## src/rtl/dtpwm_pkg.sv

```systemverilog
// Package: shared types of the dead-time PWM output stage.
// Assumes: nothing beyond IEEE 1800-2017.
package dtpwm_pkg;

    // Origin of the trigger that launched the dead-time counter.
    typedef enum logic [1:0] {
        TAG_START = 2'd0,   // channel start, no duty event
        TAG_UP    = 2'd1,   // duty event while carrier counted up
        TAG_DOWN  = 2'd2    // duty event while carrier counted down
    } trig_tag_e;

endpackage

```

## src/rtl/dtpwm_dead_counter.sv

```systemverilog
// Module: one-shot dead-time down-counter.
// Loads dt_value_i on any trigger (start or duty event), counts down one
// per clock, and raises dt_evt_o for one cycle when it sits at zero, then
// idles. The trigger origin and direction are latched at load time and
// presented with the event on dt_tag_o.
// Assumes: start_i and duty_evt_i are single-cycle pulses; a trigger while
// running restarts the count.
module dtpwm_dead_counter
    import dtpwm_pkg::*;
#(
    parameter int DT_W = 16
) (
    input  logic            clk,
    input  logic            rst_n,
    input  logic            start_i,
    input  logic            duty_evt_i,
    input  logic            dir_down_i,
    input  logic [DT_W-1:0] dt_value_i,
    output logic            dt_evt_o,
    output trig_tag_e       dt_tag_o
);

    localparam logic [DT_W-1:0] CNT_ZERO = '0;
    localparam logic [DT_W-1:0] CNT_ONE  = {{(DT_W-1){1'b0}}, 1'b1};

    logic [DT_W-1:0] cnt_q;
    logic            run_q;
    trig_tag_e       tag_q;
    logic            trig;
    logic            hit;

    // Trigger and terminal-count decode.
    always_comb begin
        trig = start_i | duty_evt_i;
        hit  = run_q && (cnt_q == CNT_ZERO);
    end

    // Counter state: load on trigger, stop at zero, else decrement.
    always_ff @(posedge clk) begin
        if (!rst_n) begin
            cnt_q <= CNT_ZERO;
            run_q <= 1'b0;
            tag_q <= TAG_START;
        end else if (trig) begin
            cnt_q <= dt_value_i;
            run_q <= 1'b1;
            tag_q <= duty_evt_i ? (dir_down_i ? TAG_DOWN : TAG_UP) : TAG_START;
        end else if (hit) begin
            run_q <= 1'b0;
        end else if (run_q) begin
            cnt_q <= cnt_q - CNT_ONE;
        end
    end

    // Event outputs.
    always_comb begin
        dt_evt_o = hit;
        dt_tag_o = tag_q;
    end

    // a trigger loads the register value and starts the count.
    p_load_r1: assert property (@(posedge clk) disable iff (!rst_n)
        trig |=> (run_q && cnt_q == $past(dt_value_i)));

    // a running count with no trigger steps down by one.
    p_step_r1: assert property (@(posedge clk) disable iff (!rst_n)
        (run_q && cnt_q != CNT_ZERO && !trig) |=> (run_q && cnt_q == $past(cnt_q) - CNT_ONE));

    // after the event the counter idles.
    p_stop_r2: assert property (@(posedge clk) disable iff (!rst_n)
        (hit && !trig) |=> !run_q);

    // an idle counter stays idle and produces no event without a trigger.
    p_idle_r2: assert property (@(posedge clk) disable iff (!rst_n)
        (!run_q && !trig) |=> (!run_q && !dt_evt_o));

    // the latched tag holds while no trigger arrives.
    p_tag_hold_r10: assert property (@(posedge clk) disable iff (!rst_n)
        !trig |=> $stable(tag_q));

endmodule

```

## src/rtl/dtpwm_phase_cell.sv

```systemverilog
// Module: set/reset state of one output of the pair.
// With phase_i = 0 the dead gap delays the set (set by a down-launched
// dead-time event, cleared by an up duty event). With phase_i = 1 the gap
// delays the clear (set by a down duty event, cleared by an up-launched
// dead-time event). A coinciding set and clear resolves to set.
// Assumes: dt_tag_i is valid whenever dt_evt_i is high.
module dtpwm_phase_cell
    import dtpwm_pkg::*;
(
    input  logic      clk,
    input  logic      rst_n,
    input  logic      phase_i,
    input  logic      duty_evt_i,
    input  logic      dir_down_i,
    input  logic      dt_evt_i,
    input  trig_tag_e dt_tag_i,
    output logic      state_o
);

    logic set_c;
    logic clr_c;
    logic state_q;

    // Set/clear conditions selected by the phase bit.
    always_comb begin
        if (phase_i) begin
            set_c = duty_evt_i && dir_down_i;
            clr_c = dt_evt_i && (dt_tag_i == TAG_UP);
        end else begin
            set_c = dt_evt_i && (dt_tag_i == TAG_DOWN);
            clr_c = duty_evt_i && !dir_down_i;
        end
    end

    // Output state register, set has priority over clear.
    always_ff @(posedge clk) begin
        if (!rst_n) begin
            state_q <= 1'b0;
        end else if (set_c) begin
            state_q <= 1'b1;
        end else if (clr_c) begin
            state_q <= 1'b0;
        end
    end

    // Drive the state out.
    always_comb state_o = state_q;

    // any set condition leaves the output set, clear or not.
    p_set_wins_r6: assert property (@(posedge clk) disable iff (!rst_n)
        set_c |=> state_q);

    // a lone clear condition clears the output.
    p_clear_r4: assert property (@(posedge clk) disable iff (!rst_n)
        (clr_c && !set_c) |=> !state_q);

    // with neither condition the output holds.
    p_hold_r7: assert property (@(posedge clk) disable iff (!rst_n)
        (!set_c && !clr_c) |=> $stable(state_q));

    // reset leaves the state cleared.
    p_reset_r9: assert property (@(posedge clk)
        !rst_n |=> !state_q);

endmodule

```

## src/rtl/dtpwm_out_stage.sv

```systemverilog
// Module: dead-time complementary PWM output stage (top).
// Runs one dead-time counter from the duty channel's events and drives two
// phase cells whose states are level-adjusted onto the output pins.
// Assumes: duty_evt and start are single-cycle pulses synchronous to clk;
// dir_down is valid whenever duty_evt is high.
module dtpwm_out_stage
    import dtpwm_pkg::*;
#(
    parameter int DT_W = 16
) (
    input  logic            clk,
    input  logic            rst_n,
    input  logic            start,
    input  logic            duty_evt,
    input  logic            dir_down,
    input  logic [DT_W-1:0] dt_value,
    input  logic            phase_pos,
    input  logic            phase_neg,
    input  logic            lvl_pos,
    input  logic            lvl_neg,
    output logic            out_pos,
    output logic            out_neg
);

    localparam int N_OUT = 2;

    logic             dt_evt;
    trig_tag_e        dt_tag;
    logic [N_OUT-1:0] phase_sel;
    logic [N_OUT-1:0] lvl_sel;
    logic [N_OUT-1:0] st;
    logic [N_OUT-1:0] pin;

    // Gather per-output configuration; index 0 is positive, 1 complementary.
    always_comb begin
        phase_sel = {phase_neg, phase_pos};
        lvl_sel   = {lvl_neg, lvl_pos};
    end

    dtpwm_dead_counter #(
        .DT_W(DT_W)
    ) dead_cnt_i (
        .clk        (clk),
        .rst_n      (rst_n),
        .start_i    (start),
        .duty_evt_i (duty_evt),
        .dir_down_i (dir_down),
        .dt_value_i (dt_value),
        .dt_evt_o   (dt_evt),
        .dt_tag_o   (dt_tag)
    );

    for (genvar g = 0; g < N_OUT; g++) begin : g_cell
        dtpwm_phase_cell cell_i (
            .clk        (clk),
            .rst_n      (rst_n),
            .phase_i    (phase_sel[g]),
            .duty_evt_i (duty_evt),
            .dir_down_i (dir_down),
            .dt_evt_i   (dt_evt),
            .dt_tag_i   (dt_tag),
            .state_o    (st[g])
        );
    end

    // Apply per-pin level inversion.
    always_comb begin
        pin     = st ^ lvl_sel;
        out_pos = pin[0];
        out_neg = pin[1];
    end

    // one edge after reset both pins rest at their level bits.
    p_reset_pins_r9: assert property (@(posedge clk)
        !rst_n |=> (st == '0));

    // a pin moves only when its cell state moves or its level bit moves.
    p_pin_moves_r8: assert property (@(posedge clk) disable iff (!rst_n)
        ($stable(st[0]) && $stable(lvl_pos)) |-> $stable(out_pos));

endmodule

```

## config.mk

```make
export PLATFORM = sky130hd
export DESIGN_NAME = dtpwm_out_stage
export DESIGN_NICKNAME = d
export VERILOG_FILES = /design/src/rtl/dtpwm_pkg.sv /design/src/rtl/dtpwm_dead_counter.sv /design/src/rtl/dtpwm_phase_cell.sv /design/src/rtl/dtpwm_out_stage.sv
export SDC_FILE = /design/constraint.sdc
export NUM_CORES = 1
export LEC_CHECK = 0
export BUFFER_PORTS_ARGS = -buffer_cell sky130_fd_sc_hd__buf_4
export CAP_MARGIN = 20
export CORE_MARGIN = 4
export CORE_UTILIZATION = 40
export CTS_BUF_LIST = sky130_fd_sc_hd__clkbuf_16
export DETAILED_ROUTE_END_ITERATION = 7
export SETUP_SLACK_MARGIN = 0.4
export SYNTH_ARGS = -nofsm -noshare
export SYNTH_HDL_FRONTEND = slang
export SYNTH_HIERARCHICAL = 1
export SYNTH_SLANG_ARGS = --single-unit
```

## constraint.sdc

```tcl
create_clock -name clk -period 4.36 [get_ports clk]
set_input_delay 0.654 -clock clk [delete_from_list [all_inputs] [get_ports clk]]
set_output_delay 0.654 -clock clk [all_outputs]
set_load 0.1 [all_outputs]
```

==> flow_summary.json <==
{
  "final_core_util_pct": 51.76,
  "routedWlPerCell_um": 14.05,
  "switching_share_pct": 29.20,
  "crit_path_max_incr_delay_ns": 0.38,
  "postRouteAntennaNets": 0,
  "switchingPower_uw": 156.1,
  "internal_power_uw": 378.4,
  "wl_met1_mm": 1.500,
  "fin_skew_ns": 0.002278,
  "top_layer_used": "met4",
  "fill_cells": 302,
  "first_iter_violations": 52,
  "required_ns": 4.50,
  "peakVddDrop_uv": 258.3,
  "cp.arrival_ns": 2.22,
  "r2r_start": "dead_cnt_i/cnt_q[0]",
  "synth_area_um2": 1277,
  "synthCells": 160,
  "grt_max_degree": 28,
  "cts_hold_buf": 0,
  "crit_type": "reg -> reg",
  "min_period_ns": 2.072,
  "crit_slowest_cell": "nor4b_4",
  "path_cells": "inv_1 -> ha_1 -> nor4b_4 -> nand4_1 -> and3_1 -> o311a_1",
  "drv_slew": 0,
  "hold_viol_final": 0,
  "nNetsFinal": 212,
  "path_delay_family": "simple AND/OR/NAND/NOR gates",
  "wl_met3_um": 154,
  "cts_setup_buffers": 0,
  "placed_cell_area_um2": 1500,
  "seqCellArea_um2": 420.4,
  "setup_ws_ns": 2.288,
  "yosys_warnings": 6,
  "grt_overflow": 0,
  "final_common_cell": "buf_4",
  "pin_count": 27,
  "hold_end": "dead_cnt_i/cnt_q[12]",
  "die_area_um2": 4162,
  "io_buffers": 26,
  "rsz0062_at_grt": "false",
  "min-delay-start": "dead_cnt_i/cnt_q[12]",
  "status": "finished, final reports clean",
  "synth.ff_latch_count": 21,
  "max_clock_freq_ghz": 0.4825,
  "row_count": 20,
  "drc_errors": 0,
  "p_leak_uw": 0.0006068,
  "critPathBufInv": 1,
  "fin_area_um2": 1580,
  "globalplace.congestion": 0.8592,
  "cts-root-buf": "clkbuf_16",
  "clockBufferDepth": 2,
  "synth.net_count": 186,
  "multi_input_area_um2": 799.5,
  "power_frac_seq_pct": 42.2,
  "cp_max_fo": 8,
  "critPathLaunchType": "register",
  "fin_crit_sh_pct": 47.53,
  "p_clk_share_pct": 36.5,
  "cts_tree": "built",
  "first_global_vias": 1266,
  "dp_slack_ns": 2.356,
  "ff2ff_setup_slack_ns": 2.29,
  "fp.dieW_um": 64.51,
  "die_h_um": 64.51,
  "start_util_pct": 41.84,
  "min_path_cells": 2,
  "drtPass1Iterations": 4,
  "p_comb_share_pct": 21.3,
  "cts.clk_slew.worst_paths_ns": 0.06,
  "routed_via_density": 5.738,
  "cts_resized": 0,
  "reg2reg_to": "dead_cnt_i/cnt_q[0]",
  "tightest_slew_ns": 0.5648,
  "met2WireLength_mm": 1.531,
  "place_hpwl_mm": 2.335,
  "finalWirelength_mm": 3.218,
  "insertion_delay_ns": 0.25,
  "grtUsageTotal_pct": 16.97,
  "setup_tns_ns": 0,
  "ys_seq_area_share_pct": 32.91,
  "antenna_found_initial": 0,
  "hold_class": "reg -> reg",
  "dr_total_vias": 1314,
  "end_kind": "register",
  "syn2layout_area_growth_pct": 23.70,
  "slew-limit-headroom_pct": 62.00,
  "drive_above_1_share_pct": 20.54,
  "power.density_nw_per_um2": 338.2,
  "cts_buffers": 3,
  "power.total_uw": 534.5,
  "cts_sinks": 21,
  "grt_first_pass_wirelength_mm": 5.747,
  "maxCapViolations": 0,
  "layout_common_cells": "27 x buf_4, 21 x dfxtp_1, 17 x o21ai_0",
  "coreArea_um2": 3053,
  "synth.avg_cell_area_um2": 7.984,
  "cts_max_level": 1,
  "ys_types": 42,
  "setup_viol": 0,
  "rr_worst_depth": 6,
  "n_antenna_cell": 0
}
-- Yosys cell counts --
| library cell | number | area (um^2) |
|---|---|---|
| o21ai_0 | 17 | 85.08 |
| ha_1 | 1 | 12.51 |
| nor3_1 | 1 | 5.000 |
| nand3b_1 | 4 | 30.03 |
| nor4b_1 | 2 | 17.52 |
| a21boi_1 | 2 | 15.01 |
| inv_1 | 6 | 22.52 |
| or4_1 | 3 | 22.52 |
| and3_1 | 3 | 18.77 |
| a211o_1 | 1 | 8.760 |
| nand4b_2 | 1 | 15.01 |
| dfxtp_1 | 21 | 420.4 |
| nor4b_4 | 1 | 23.77 |
| nand2b_1 | 3 | 18.77 |
| a2bb2oi_1 | 2 | 17.52 |
| nand3_1 | 4 | 20.02 |
| o41ai_1 | 1 | 8.760 |
| and2_1 | 1 | 6.260 |
| o31ai_1 | 3 | 22.52 |
| o311a_1 | 1 | 10.01 |
| nand4_1 | 3 | 18.77 |
| or3_2 | 1 | 7.510 |
| or2_2 | 3 | 18.77 |
| nor3b_1 | 6 | 45.04 |
| buf_2 | 2 | 10.01 |
| a2111o_1 | 1 | 11.26 |
| nor4_1 | 4 | 25.02 |
| a311oi_1 | 2 | 17.52 |
| or3_1 | 5 | 31.28 |
| o211ai_1 | 1 | 7.510 |
| clkbuf_1 | 2 | 7.510 |
| a21oi_1 | 10 | 50.05 |
| nand2_1 | 13 | 48.80 |
| o2111ai_1 | 1 | 8.760 |
| or3_4 | 1 | 11.26 |
| clkbuf_8 | 1 | 13.76 |
| and4_1 | 1 | 8.760 |
| nor2_1 | 11 | 41.29 |
| a31oi_1 | 10 | 62.56 |
| buf_1 | 1 | 3.750 |
| xor2_1 | 2 | 17.52 |
| or4b_1 | 1 | 10.01 |
-- metrics by stage --
| step | cells | hold slack (ns) |
|---|---|---|
| floorplan | 160 | 0.4721 |
| global placement | 225 | 0.5046 |
| detailed placement | 225 | 0.4997 |
| CTS | 229 | 0.5112 |
| global route | 229 | 0.5634 |
| finish | 229 | 0.5099 |
-- layout make-up --
class / count / area share (%)
flip-flops and latches: 21 / 26.60
inverters: 6 / 1.425
well taps: 44 / 3.484
multi-input cells: 127 / 50.59
clock inverters: 1 / 0.3167
clock buffers: 3 / 4.751
repair buffers: 27 / 12.83
-- power by group through the flow --
stage	logic, uW	clock network (uW)	registers (uW)
after global routing	126	212	229
after global placement	111	0	229
after floorplan	80.4	0	224
after detailed placement	113	0	229
final	114	195	226
after CTS	114	203	225
-- kinds of logic after synthesis --
family                   Yosys count  share of synthesized area, %
buffers and inverters             12                         4.505
flip-flops                        21                         32.91
adder cells (fa/ha/maj)            1                        0.9793
AO/OA/AOI/OAI                     52                         25.47
XOR/XNOR                           2                         1.371
AND/OR/NAND/NOR                   72                         34.77
-- worst min-delay path: cells and delay by family, from the launching register on --
| family | cells | cell delay [ns] |
|---|---|---|
| flip-flops | 1 | 0.33 |
| AND/OR/NAND/NOR | 1 | 0.06 |
| AO/OA/AOI/OAI | 1 | 0.07 |
-- state kept, by name, summed over array words and instances (netlist names) --
| signal | count |
|---|---|
| dead_cnt_i/cnt_q | 16 |
| dead_cnt_i/run_q | 1 |
| g_cell.cell_i/state_o | 2 |
| dead_cnt_i/dt_tag_o | 2 |
-- worst max path at each step --
stage                              from                    to  slack [ns]  depth (start not counted)
finish              dead_cnt_i/cnt_q[0]   dead_cnt_i/cnt_q[0]        2.29                          6
detailed placement  dead_cnt_i/cnt_q[0]   dead_cnt_i/cnt_q[0]        2.36                          6
floorplan                       lvl_neg               out_neg        1.62                          1
CTS                 dead_cnt_i/cnt_q[0]   dead_cnt_i/cnt_q[0]        2.33                          6
global placement               duty_evt  dead_cnt_i/cnt_q[11]        2.43                          6
global route        dead_cnt_i/cnt_q[0]   dead_cnt_i/cnt_q[0]        2.20                          6
-- layer usage --
metal  global-route usage [%]  vias up
li1                         -      667
met1                    22.29      607
met2                    27.45       36
met3                    3.986        4
met4                    5.277        0
met5                        0        -
No activity file was read; power rests on OpenSTA's default activity.
